File: src/rtl/scr_pkg.sv
package scr_pkg;

  typedef enum logic [1:0] {
    ST_IDLE   = 2'd0,
    ST_ACTIVE = 2'd1,
    ST_PEND   = 2'd2
  } state_t;

  typedef enum logic [2:0] {
    DC_NORMAL  = 3'd0,
    DC_MSG     = 3'd1,
    DC_TABORT  = 3'd2,
    DC_DISC    = 3'd3,
    DC_DISCARD = 3'd4
  } done_code_t;

  localparam logic [3:0] MSG_CLASS_ERR = 4'h2;
  localparam logic [7:0] IDX_MABORT    = 8'h80;
  localparam logic [7:0] IDX_TABORT    = 8'h81;

  typedef struct packed {
    logic       msg;
    logic [7:0] idx;
    logic       tabort;
    logic       disc;
    done_code_t code;
  } resp_t;

endpackage

File: src/rtl/scr_abort_map.sv
module scr_abort_map
  import scr_pkg::*;
(
  input  logic  split_i,
  input  logic  ta_sel_i,
  input  logic  mabort_i,
  input  logic  tabort_i,
  output resp_t resp_o
);

  always_comb begin
    resp_o = '0;
    if (split_i) begin
      resp_o.msg  = 1'b1;
      resp_o.idx  = mabort_i ? IDX_MABORT : IDX_TABORT;
      resp_o.code = DC_MSG;
    end else if (tabort_i && !mabort_i && !ta_sel_i) begin
      resp_o.disc = 1'b1;
      resp_o.code = DC_DISC;
    end else begin
      resp_o.tabort = 1'b1;
      resp_o.code   = DC_TABORT;
    end
  end

endmodule

File: src/rtl/scr_xfer_track.sv
module scr_xfer_track #(
  parameter int ADDR_W     = 32,
  parameter int BC_W       = 12,
  parameter int BEAT_BYTES = 4
) (
  input  logic              clk,
  input  logic              rst_n,
  input  logic              load_i,
  input  logic              step_i,
  input  logic [BC_W-1:0]   bytes_i,
  input  logic [ADDR_W-1:0] addr_i,
  output logic [BC_W-1:0]   rem_o,
  output logic [ADDR_W-1:0] addr_o,
  output logic              last_o
);

  localparam logic [BC_W-1:0]   STEP_BC = BC_W'(BEAT_BYTES);
  localparam logic [ADDR_W-1:0] STEP_AD = ADDR_W'(BEAT_BYTES);

  logic [BC_W-1:0]   rem_n;
  logic [ADDR_W-1:0] addr_n;
  logic              en;

  always_comb begin
    en     = load_i | step_i;
    rem_n  = load_i ? bytes_i : (rem_o - STEP_BC);
    addr_n = load_i ? addr_i  : (addr_o + STEP_AD);
  end

  always_ff @(posedge clk or negedge rst_n) begin
    if (!rst_n) begin
      rem_o  <= '0;
      addr_o <= '0;
    end else if (en) begin
      rem_o  <= rem_n;
      addr_o <= addr_n;
    end
  end

  assign last_o = (rem_o == STEP_BC);

endmodule

File: src/rtl/scr_resp_top.sv
module scr_resp_top
  import scr_pkg::*;
#(
  parameter int ADDR_W = 32,
  parameter int BC_W   = 12,
  parameter int DATA_W = 32
) (
  input  logic              clk,
  input  logic              rst_n,
  input  logic              split_mode_i,
  input  logic              ta_sel_i,
  input  logic              req_valid_i,
  input  logic [BC_W-1:0]   req_bytes_i,
  input  logic [ADDR_W-1:0] req_addr_i,
  input  logic              ib_beat_i,
  input  logic              ib_mabort_i,
  input  logic              ib_tabort_i,
  input  logic              bus_retry_i,
  input  logic              bus_bdisc_i,
  input  logic              bus_mabort_i,
  input  logic              bus_tabort_i,
  input  logic              resume_i,
  output logic              data_push_o,
  output logic [BC_W-1:0]   rem_bytes_o,
  output logic [ADDR_W-1:0] cur_addr_o,
  output logic              msg_valid_o,
  output logic [3:0]        msg_class_o,
  output logic [7:0]        msg_index_o,
  output logic              tgt_abort_o,
  output logic              disc_data_o,
  output logic              flush_o,
  output logic              done_o,
  output logic [2:0]        done_code_o
);

  localparam int BEAT_BYTES = DATA_W / 8;

  state_t     state_q, state_n;
  resp_t      ab_resp;
  logic       load, step, last;
  logic       ib_abort, req_end, req_park;
  logic       push_n, msg_n, ta_n, disc_n, flush_n, done_n;
  logic [3:0] cls_n;
  logic [7:0] idx_n;
  done_code_t code_n;

  scr_abort_map u_map (
    .split_i  (split_mode_i),
    .ta_sel_i (ta_sel_i),
    .mabort_i (ib_mabort_i),
    .tabort_i (ib_tabort_i),
    .resp_o   (ab_resp)
  );

  scr_xfer_track #(
    .ADDR_W     (ADDR_W),
    .BC_W       (BC_W),
    .BEAT_BYTES (BEAT_BYTES)
  ) u_track (
    .clk     (clk),
    .rst_n   (rst_n),
    .load_i  (load),
    .step_i  (step),
    .bytes_i (req_bytes_i),
    .addr_i  (req_addr_i),
    .rem_o   (rem_bytes_o),
    .addr_o  (cur_addr_o),
    .last_o  (last)
  );

  assign ib_abort = ib_mabort_i | ib_tabort_i;
  assign req_end  = split_mode_i & (bus_mabort_i | bus_tabort_i);
  assign req_park = split_mode_i & (bus_retry_i | bus_bdisc_i);

  // Next-state and command decode; priority: internal abort, requester
  // abort, requester park, data beat.
  always_comb begin
    state_n = state_q;
    load    = 1'b0;
    step    = 1'b0;
    push_n  = 1'b0;
    msg_n   = 1'b0;
    cls_n   = '0;
    idx_n   = '0;
    ta_n    = 1'b0;
    disc_n  = 1'b0;
    flush_n = 1'b0;
    done_n  = 1'b0;
    code_n  = DC_NORMAL;
    unique case (state_q)
      ST_IDLE: begin
        if (req_valid_i) begin
          load    = 1'b1;
          state_n = ST_ACTIVE;
        end
      end
      ST_ACTIVE: begin
        if (ib_abort) begin
          msg_n   = ab_resp.msg;
          cls_n   = ab_resp.msg ? MSG_CLASS_ERR : 4'h0;
          idx_n   = ab_resp.idx;
          ta_n    = ab_resp.tabort;
          disc_n  = ab_resp.disc;
          code_n  = ab_resp.code;
          flush_n = 1'b1;
          done_n  = 1'b1;
          state_n = ST_IDLE;
        end else if (req_end) begin
          code_n  = DC_DISCARD;
          done_n  = 1'b1;
          state_n = ST_IDLE;
        end else if (req_park) begin
          state_n = ST_PEND;
        end else if (ib_beat_i) begin
          step   = 1'b1;
          push_n = 1'b1;
          if (last) begin
            flush_n = 1'b1;
            done_n  = 1'b1;
            code_n  = DC_NORMAL;
            state_n = ST_IDLE;
          end
        end
      end
      ST_PEND: begin
        if (resume_i) state_n = ST_ACTIVE;
      end
      default: state_n = ST_IDLE;
    endcase
  end

  always_ff @(posedge clk or negedge rst_n) begin
    if (!rst_n) begin
      state_q     <= ST_IDLE;
      data_push_o <= 1'b0;
      msg_valid_o <= 1'b0;
      msg_class_o <= '0;
      msg_index_o <= '0;
      tgt_abort_o <= 1'b0;
      disc_data_o <= 1'b0;
      flush_o     <= 1'b0;
      done_o      <= 1'b0;
      done_code_o <= '0;
    end else begin
      state_q     <= state_n;
      data_push_o <= push_n;
      msg_valid_o <= msg_n;
      msg_class_o <= cls_n;
      msg_index_o <= idx_n;
      tgt_abort_o <= ta_n;
      disc_data_o <= disc_n;
      flush_o     <= flush_n;
      done_o      <= done_n;
      done_code_o <= code_n;
    end
  end

endmodule

File: config.mk
export PLATFORM = sky130hd
export DESIGN_NAME = scr_resp_top
export DESIGN_NICKNAME = d
export VERILOG_FILES = /design/src/rtl/scr_pkg.sv /design/src/rtl/scr_abort_map.sv /design/src/rtl/scr_xfer_track.sv /design/src/rtl/scr_resp_top.sv
export SDC_FILE = /design/constraint.sdc
export NUM_CORES = 1
export LEC_CHECK = 0
export BUFFER_PORTS_ARGS = -buffer_cell sky130_fd_sc_hd__buf_2
export CORE_AREA = 5 5 108 110
export DETAILED_ROUTE_END_ITERATION = 12
export DIE_AREA = 0 0 113 115
export GPL_TIMING_DRIVEN = 0
export PLACE_DENSITY_LB_ADDON = 0.1
export SYNTH_ARGS = -nofsm -noshare
export SYNTH_HDL_FRONTEND = slang
export SYNTH_SLANG_ARGS = --single-unit
File: constraint.sdc
create_clock -name clk -period 2.05 [get_ports clk]
set_input_delay 0.41 -clock clk [delete_from_list [all_inputs] [get_ports clk]]
set_output_delay 0.41 -clock clk [all_outputs]
set_load 0.005 [all_outputs]
==> flow_summary_export.csv, run 1 <==
group,metric,value,unit
worst_setup_path,cp-end-kind,"flip-flop",
routing,dr_total_vias,2755,
synth,ys_warn_count,0,
timing,fmax,513.5,MHz
timing,hold_viol,0,
timing,period_minus_slack,1.948,ns
run,maxCapViolCount,0,
die,start_util,0.2905,
routing,ant_nets,0,
die,die_area,13000,um2
power,p_switching,891.6,uW
clock_network,cts_tree,"done",
synth,yosys-top-cells-count,"nand2_1, dfrtp_1, xnor2_1",
finish,nNetsFinal,523,
clock_network,htreeDepth,2,
power,comb_power_share,0.249,
place,io_buffers,112,
power,clkPwrFrac,0.228,
worst_setup_path,path_max_fanout,10,
synth,yosysSeqAreaShare,0.4549,
power,p_per_area,693.1,nW/um2
timing,skew,0.01087,ns
global_routing,overflow,0,
synth,synth_top_area_cell,"dfrtp_1",
timing,tightest_slew,0.7199,ns
clock_network,cts_hold_buf,0,
clock_network,clk_latency,0.31,ns
routing,routed_wirelength,9059,um
synth,synth_top_area_share,0.4549,
worst_setup_path,cp.required,2.25,ns
worst_hold_path,hp-class,"in2async",
worst_setup_path,critical_path_arrival,2.14,ns
clock_network,clk_pin_slew,0.11,ns
clock_network,cts_sinks,56,
worst_setup_path,start_kind,"flip-flop",
synth,yosys-top-cells-area,"dfrtp_1, xnor2_1, nand2_1",
timing,setup_viol,0,
synth,netlist_instances,333,
global_routing,grt_pass1_vias,2714,
die,die_h,115,um
global_routing,grt_pass1_wl,14610,um
routing,firstDrtPassIters,4,
power,seqPwrFrac,0.523,
finish,final_cells,604,
finish,nFillCells,1148,
power,p_int,1.886,mW
worst_setup_path,path_class,"reg2reg",
finish,diodes,0,
die,io_pins,122,
synth,syn_area,3080,um2
timing,slew_violations,0,
synth,ys.flop_type,"dfrtp_1",
die,die_x,113,um
power,p_sw_frac,0.3210,
synth,yosysUniqueCellTypes,49,
synth,synth_edf_count,0,
run_status,status,"finished, final reports clean",
synth,yosys.cell_count.top_type,"nand2_1",
worst_setup_path,r2r_end,"u_track.addr_o[31]",
worst_setup_path,reg2regPathDepth,6,
place,gp_congestion,0.7700,
global_routing,grt_max_degree,57,
clock_network,numCtsBuffers,5,
die,num_rows,38,
routing,initialDrtViolationCount,57,
finish,drive_gt1_frac,0.3621,
synth,yosys_register_bits,56,
clock_network,root_buffer,"clkbuf_8",
global_routing,grt.total_usage,0.1401,
power,vdd_drop_max,0.2989,mV
place,dpl.hpwl,6822,um
synth,ys_async_sr_fraction,1.000,
timing,final.period_utilization,0.9500,
clock_network,clockBufferDepth,2,
global_routing,antenna_found_initial,0,
place,placed_cells_incl_taps,593,
routing,viasPerCell,4.561,
synth,postSynthAreaPerCell,9.251,um2
worst_setup_path,r2r-start,"u_track.addr_o[5]",
power,p_leak,1.808,nW
finish,syn2layout_area_growth,30.10,%
die,coreArea,10600,um2
routing,drc,0,
routing,routedWlPerCell,15.00,um
finish,utilization,0.3780,
timing,max_slew_margin,0.5201,
worst_setup_path,r2r_setup_slack,0.10,ns
-- sequential cells by signal, summed over array words and instances, names as in the netlist --
| signal | count |
|---|---|
| u_track.rem_o | 12 |
| tgt_abort_o | 1 |
| disc_data_o | 1 |
| u_track.addr_o | 32 |
| flush_o | 1 |
| msg_index_o | 1 |
| done_o | 1 |
| state_q | 2 |
| done_code_o | 3 |
| data_push_o | 1 |
| msg_class_o | 1 |
-- final cells by class --
class                           instances  area, um2  area share
Buffer                                 23      157.7     0.03934
Sequential cell                        56       1408      0.3512
Multi-Input combinational cell        255       1562      0.3896
Clock inverter                          1      7.507    0.001873
Inverter                                7      26.28    0.006556
Clock buffer                            7      86.33     0.02154
Tap cell                              140      175.2     0.04371
Timing Repair Buffer                  115      585.6      0.1461
-- stage by stage --
step	TNS (ns)	total power, mW	hold WS, ns	worst slack [ns]	area, um2
after floorplan	0	1.797	0.1144	0.1174	3110
after global placement	-6.030	2.163	0.4609	-0.3905	3846
after detailed placement	-6.360	2.170	0.4615	-0.4044	3846
after CTS	0	2.832	0.2716	0.001074	3978
after global routing	-0.01783	2.988	0.2050	-0.007468	4008
final	0	2.777	0.1450	0.1024	4008
-- cell usage in the layout, fill, tap and decap left out, types with 2 or more instances in the layout --
| cell | netlist | routed |
|---|---|---|
| a21oi_1 | 7 | 7 |
| a31oi_1 | 2 | 2 |
| and3_1 | 2 | 2 |
| and3_2 | 5 | 5 |
| buf_2 | 2 | 111 |
| buf_4 | 12 | 17 |
| clkbuf_1 | 7 | 7 |
| clkbuf_8 | 1 | 7 |
| conb_1 | 1 | 9 |
| dfrtp_1 | 56 | 51 |
| dfrtp_2 | 0 | 5 |
| ha_1 | 3 | 3 |
| inv_1 | 6 | 6 |
| nand2_1 | 63 | 63 |
| nand2b_1 | 2 | 2 |
| nand3_1 | 15 | 14 |
| nand4_1 | 4 | 4 |
| nor2_1 | 20 | 19 |
| nor3_1 | 13 | 13 |
| nor4_1 | 8 | 8 |
| nor4_2 | 6 | 5 |
| nor4_4 | 1 | 2 |
| o21ai_0 | 24 | 24 |
| o21ai_1 | 9 | 9 |
| or3_1 | 3 | 3 |
| or4_1 | 2 | 2 |
| xnor2_1 | 31 | 31 |
| xor2_1 | 5 | 5 |
-- worst max-delay path by stage --
stage	cells past startpoint	startpoint	slack, ns	endpoint
finish	6	u_track.addr_o[5]	0.10	u_track.addr_o[31]
detailed placement	6	bus_bdisc_i	-0.40	u_track.addr_o[30]
CTS	6	u_track.addr_o[2]	0.001	u_track.addr_o[30]
global placement	6	bus_bdisc_i	-0.39	u_track.addr_o[30]
global route	8	state_q[1]	-0.007	u_track.addr_o[21]
floorplan	5	bus_bdisc_i	0.12	u_track.addr_o[30]
-- worst max-delay path: stages, from the launching register on --
cell and delay, ns:
dfrtp_1 0.44, nand2_1 0.10, or4_1 0.51, buf_4 0.21, nor4_2 0.33, xnor2_1 0.18
o21ai_1 0.07
-- power groups by stage --
stage	registers (mW)	clock network (mW)	logic (mW)
floorplan	1.45	0	0.345
global placement	1.47	0	0.693
detailed placement	1.47	0	0.697
CTS	1.45	0.671	0.708
finish	1.45	0.634	0.691
global route	1.49	0.713	0.787
-- routing by layer --
| layer | up-vias | part of all wire | track usage |
|---|---|---|---|
| li1 | 1396 | - | - |
| met1 | 1293 | 0.46 | 0.1914 |
| met4 | 0 | 0.0085 | 0.02885 |
| met2 | 61 | 0.48 | 0.2350 |
| met3 | 5 | 0.046 | 0.02368 |
| met5 | - | 0 | 0 |
-- cells by family (layout without fill, tap and decap cells) --
logic type,Yosys count,in the layout,share of synthesized area
buf+inv,30,153,0.05768
fa+ha+maj,3,3,0.01219
compound gates,49,49,0.09302
other cells,1,9,0.001217
mux,2,2,0.006905
flops,56,56,0.4549
xor+xnor,36,36,0.1024
simple gates,156,156,0.2717
-- what timing repair did --
item | in CTS | in global routing
setup endpoints to repair | 33 | 16
pin swaps | 2 | 0
gates resized for setup | 3 | 11
buffers inserted | 3 | 0
cloned | 0 | 0
(Power assumes the default switching activity.)
==> run 2: changes to the inputs <==
--- a/config.mk
+++ b/config.mk
@@ -8,5 +8,5 @@
 export BUFFER_PORTS_ARGS = -buffer_cell sky130_fd_sc_hd__buf_2
-export CORE_AREA = 5 5 108 110
+export CORE_AREA = 5 5 86 88
 export DETAILED_ROUTE_END_ITERATION = 12
-export DIE_AREA = 0 0 113 115
+export DIE_AREA = 0 0 91 93
 export GPL_TIMING_DRIVEN = 0
==> constraint.sdc (replaced) <==
create_clock -name clk -period 2.05 [get_ports clk]
set_input_delay 0.205 -clock clk [delete_from_list [all_inputs] [get_ports clk]]
set_output_delay 0.205 -clock clk [all_outputs]
set_load 0.005 [all_outputs]
==> run 2 against run 1 <==
Effect of this change:
- sequential share of layout area grew 0.51 points
- critical endpoint is now u_track.addr_o[21]
- via count grew 0.83%
- global-route usage grew 5.3 points
- critical path depth is the same
- flip-flop and latch count is the same
- count of clock-buffer cells in the layout shrank 2
- clock skew grew 0.0021 ns
- design area shrank 1.7%
==> flow_summary_export.csv, run 2 (same netlist as run 1, synthesis figures left out) <==
group,metric,value,unit
routing,firstDrtPassIters,4,
finish,largest_register_ff_count,32,
global_routing,overflow,0,
worst_setup_path,r2r_setup_slack,0.12,ns
worst_setup_path,path_max_fanout,10,
die,die_h,93,um
clock_network,htreeDepth,2,
die,io_pins,122,
global_routing,grt_pass1_vias,2732,
place,io_buffers,112,
die,num_rows,30,
global_routing,grt.total_usage,0.1929,
finish,top_regs,"u_track.addr_o (32), u_track.rem_o (12), done_code_o (3)",
routing,routedWlPerCell,14.81,um
die,coreArea,6569,um2
global_routing,grt_max_degree,57,
global_routing,grt_pass1_wl,13430,um
timing,period_minus_slack,1.933,ns
timing,setup_viol,0,
run,maxCapViolCount,0,
die,start_util,0.4690,
timing,tightest_slew,0.7181,ns
finish,regArea,1404,um2
clock_network,root_buffer,"clkbuf_8",
finish,syn2layout_area_growth,27.90,%
clock_network,clk_pin_slew,0.11,ns
run_status,status,"finished, final reports clean",
timing,final.period_utilization,0.9428,
finish,nFillCells,621,
die,die_x,91,um
worst_hold_path,hp-class,"in2reg",
finish,regMostFlops,"u_track.addr_o",
routing,initialDrtViolationCount,106,
clock_network,clk_latency,0.31,ns
timing,setup-tns-final,0,ns
die,die_area,8463,um2
worst_setup_path,critical_path_arrival,2.11,ns
timing,skew,0.01299,ns
timing,max_slew_margin,0.5213,
routing,routed_wirelength,8084,um
timing,rsz0062_at_grt,"false",
finish,multi_input_area,1556,um2
power,p_leak,1.817,nW
routing,viasPerCell,5.088,
finish,drive_gt1_frac,0.3562,
worst_setup_path,path_class,"reg2reg",
finish,nNetsFinal,525,
timing,hold_viol,0,
routing,ant_nets,0,
power,p_per_area,703.3,nW/um2
worst_setup_path,start_kind,"flip-flop",
worst_setup_path,r2r-start,"u_track.addr_o[6]",
finish,diodes,0,
worst_setup_path,reg2regPathDepth,6,
worst_hold_path,whs_path_depth,2,
finish,layout_commonest_cell,"buf_2",
clock_network,cts_tree,"done",
routing,dr_total_vias,2778,
power,vdd_drop_max,0.3164,mV
worst_setup_path,critPathLaunch,"u_track.addr_o[6]",
global_routing,antenna_found_initial,0,
clock_network,cts_sinks,56,
worst_hold_path,min_from,"ta_sel_i",
clock_network,clockBufferDepth,2,
place,dpl.hpwl,6013,um
clock_network,numCtsBuffers,5,
timing,slew_violations,0,
routing,drc,0,
worst_setup_path,cp.required,2.23,ns
power,p_total,2.771,mW
timing,fmax,517.4,MHz
finish,mostFrequentLayoutCells,"buf_2, nand2_1, dfrtp_1",
place,gp_congestion,0.8095,
worst_setup_path,cp-end-kind,"flip-flop",
## run 2: repair_timing
item	4_1_cts	5_1_grt
pin swaps	1	0
endpoints found under the setup margin	19	13
setup buffers	2	2
resized for setup	1	9
hold buffers	0	1
gates cloned	0	0
hold endpoints to repair	0	4
## run 2: report_power, final
part           switching [mW]  leakage [nW]  internal, mW
logic                   0.339          1.08         0.350
registers               0.185         0.688          1.26
clock network           0.386        0.0487         0.250
## run 2: final timing paths
path                                      endpoint
worst max-delay path            u_track.addr_o[21]
worst min-delay path                   disc_data_o
worst max register to register  u_track.addr_o[21]
worst min register to register   u_track.addr_o[0]
max in group asynchronous        u_track.addr_o[2]
min in group asynchronous           msg_class_o[1]
## run 2: worst max-delay path: stages, from the launching register on
cell     delay [ns]
dfrtp_1        0.46
nand3_1        0.13
or4_1          0.51
buf_4          0.22
nor4_4         0.27
xnor2_1        0.15
a21oi_1        0.08
## run 2: area by class of cell
type	count	area share
Clock inverter	3	0.006669
Sequential cell	56	0.3563
Multi-Input combinational cell	255	0.3950
Buffer	23	0.03938
Tap cell	80	0.02540
Timing Repair Buffer	117	0.1531
Clock buffer	5	0.01747
Inverter	7	0.006669
## run 2: stage by stage
step / instances / hold slack, ns / setup slack, ns / utilization / cell area, um2
2_1_floorplan: 341 / -0.09059 / 0.1623 / - / 3110
3_3_place_gp: 533 / 0.3949 / -0.1209 / 0.5741 / 3771
3_5_place_dp: 533 / 0.3963 / -0.1648 / 0.5741 / 3771
4_1_cts: 543 / 0.05944 / 0.05017 / 0.5922 / 3890
5_1_grt: 546 / 0.06376 / 0.01486 / 0.5998 / 3940
6_report: 546 / 0.06228 / 0.1172 / 0.5998 / 3940
## run 2: routing by layer
layer  track usage  wire [um]  vias to the layer above
li1              -          -                     1389
met1        0.2595       3641                     1294
met2        0.3173       3854                       87
met3       0.04425        520                        8
met4       0.04523         68                        0
met5             0          0                        -
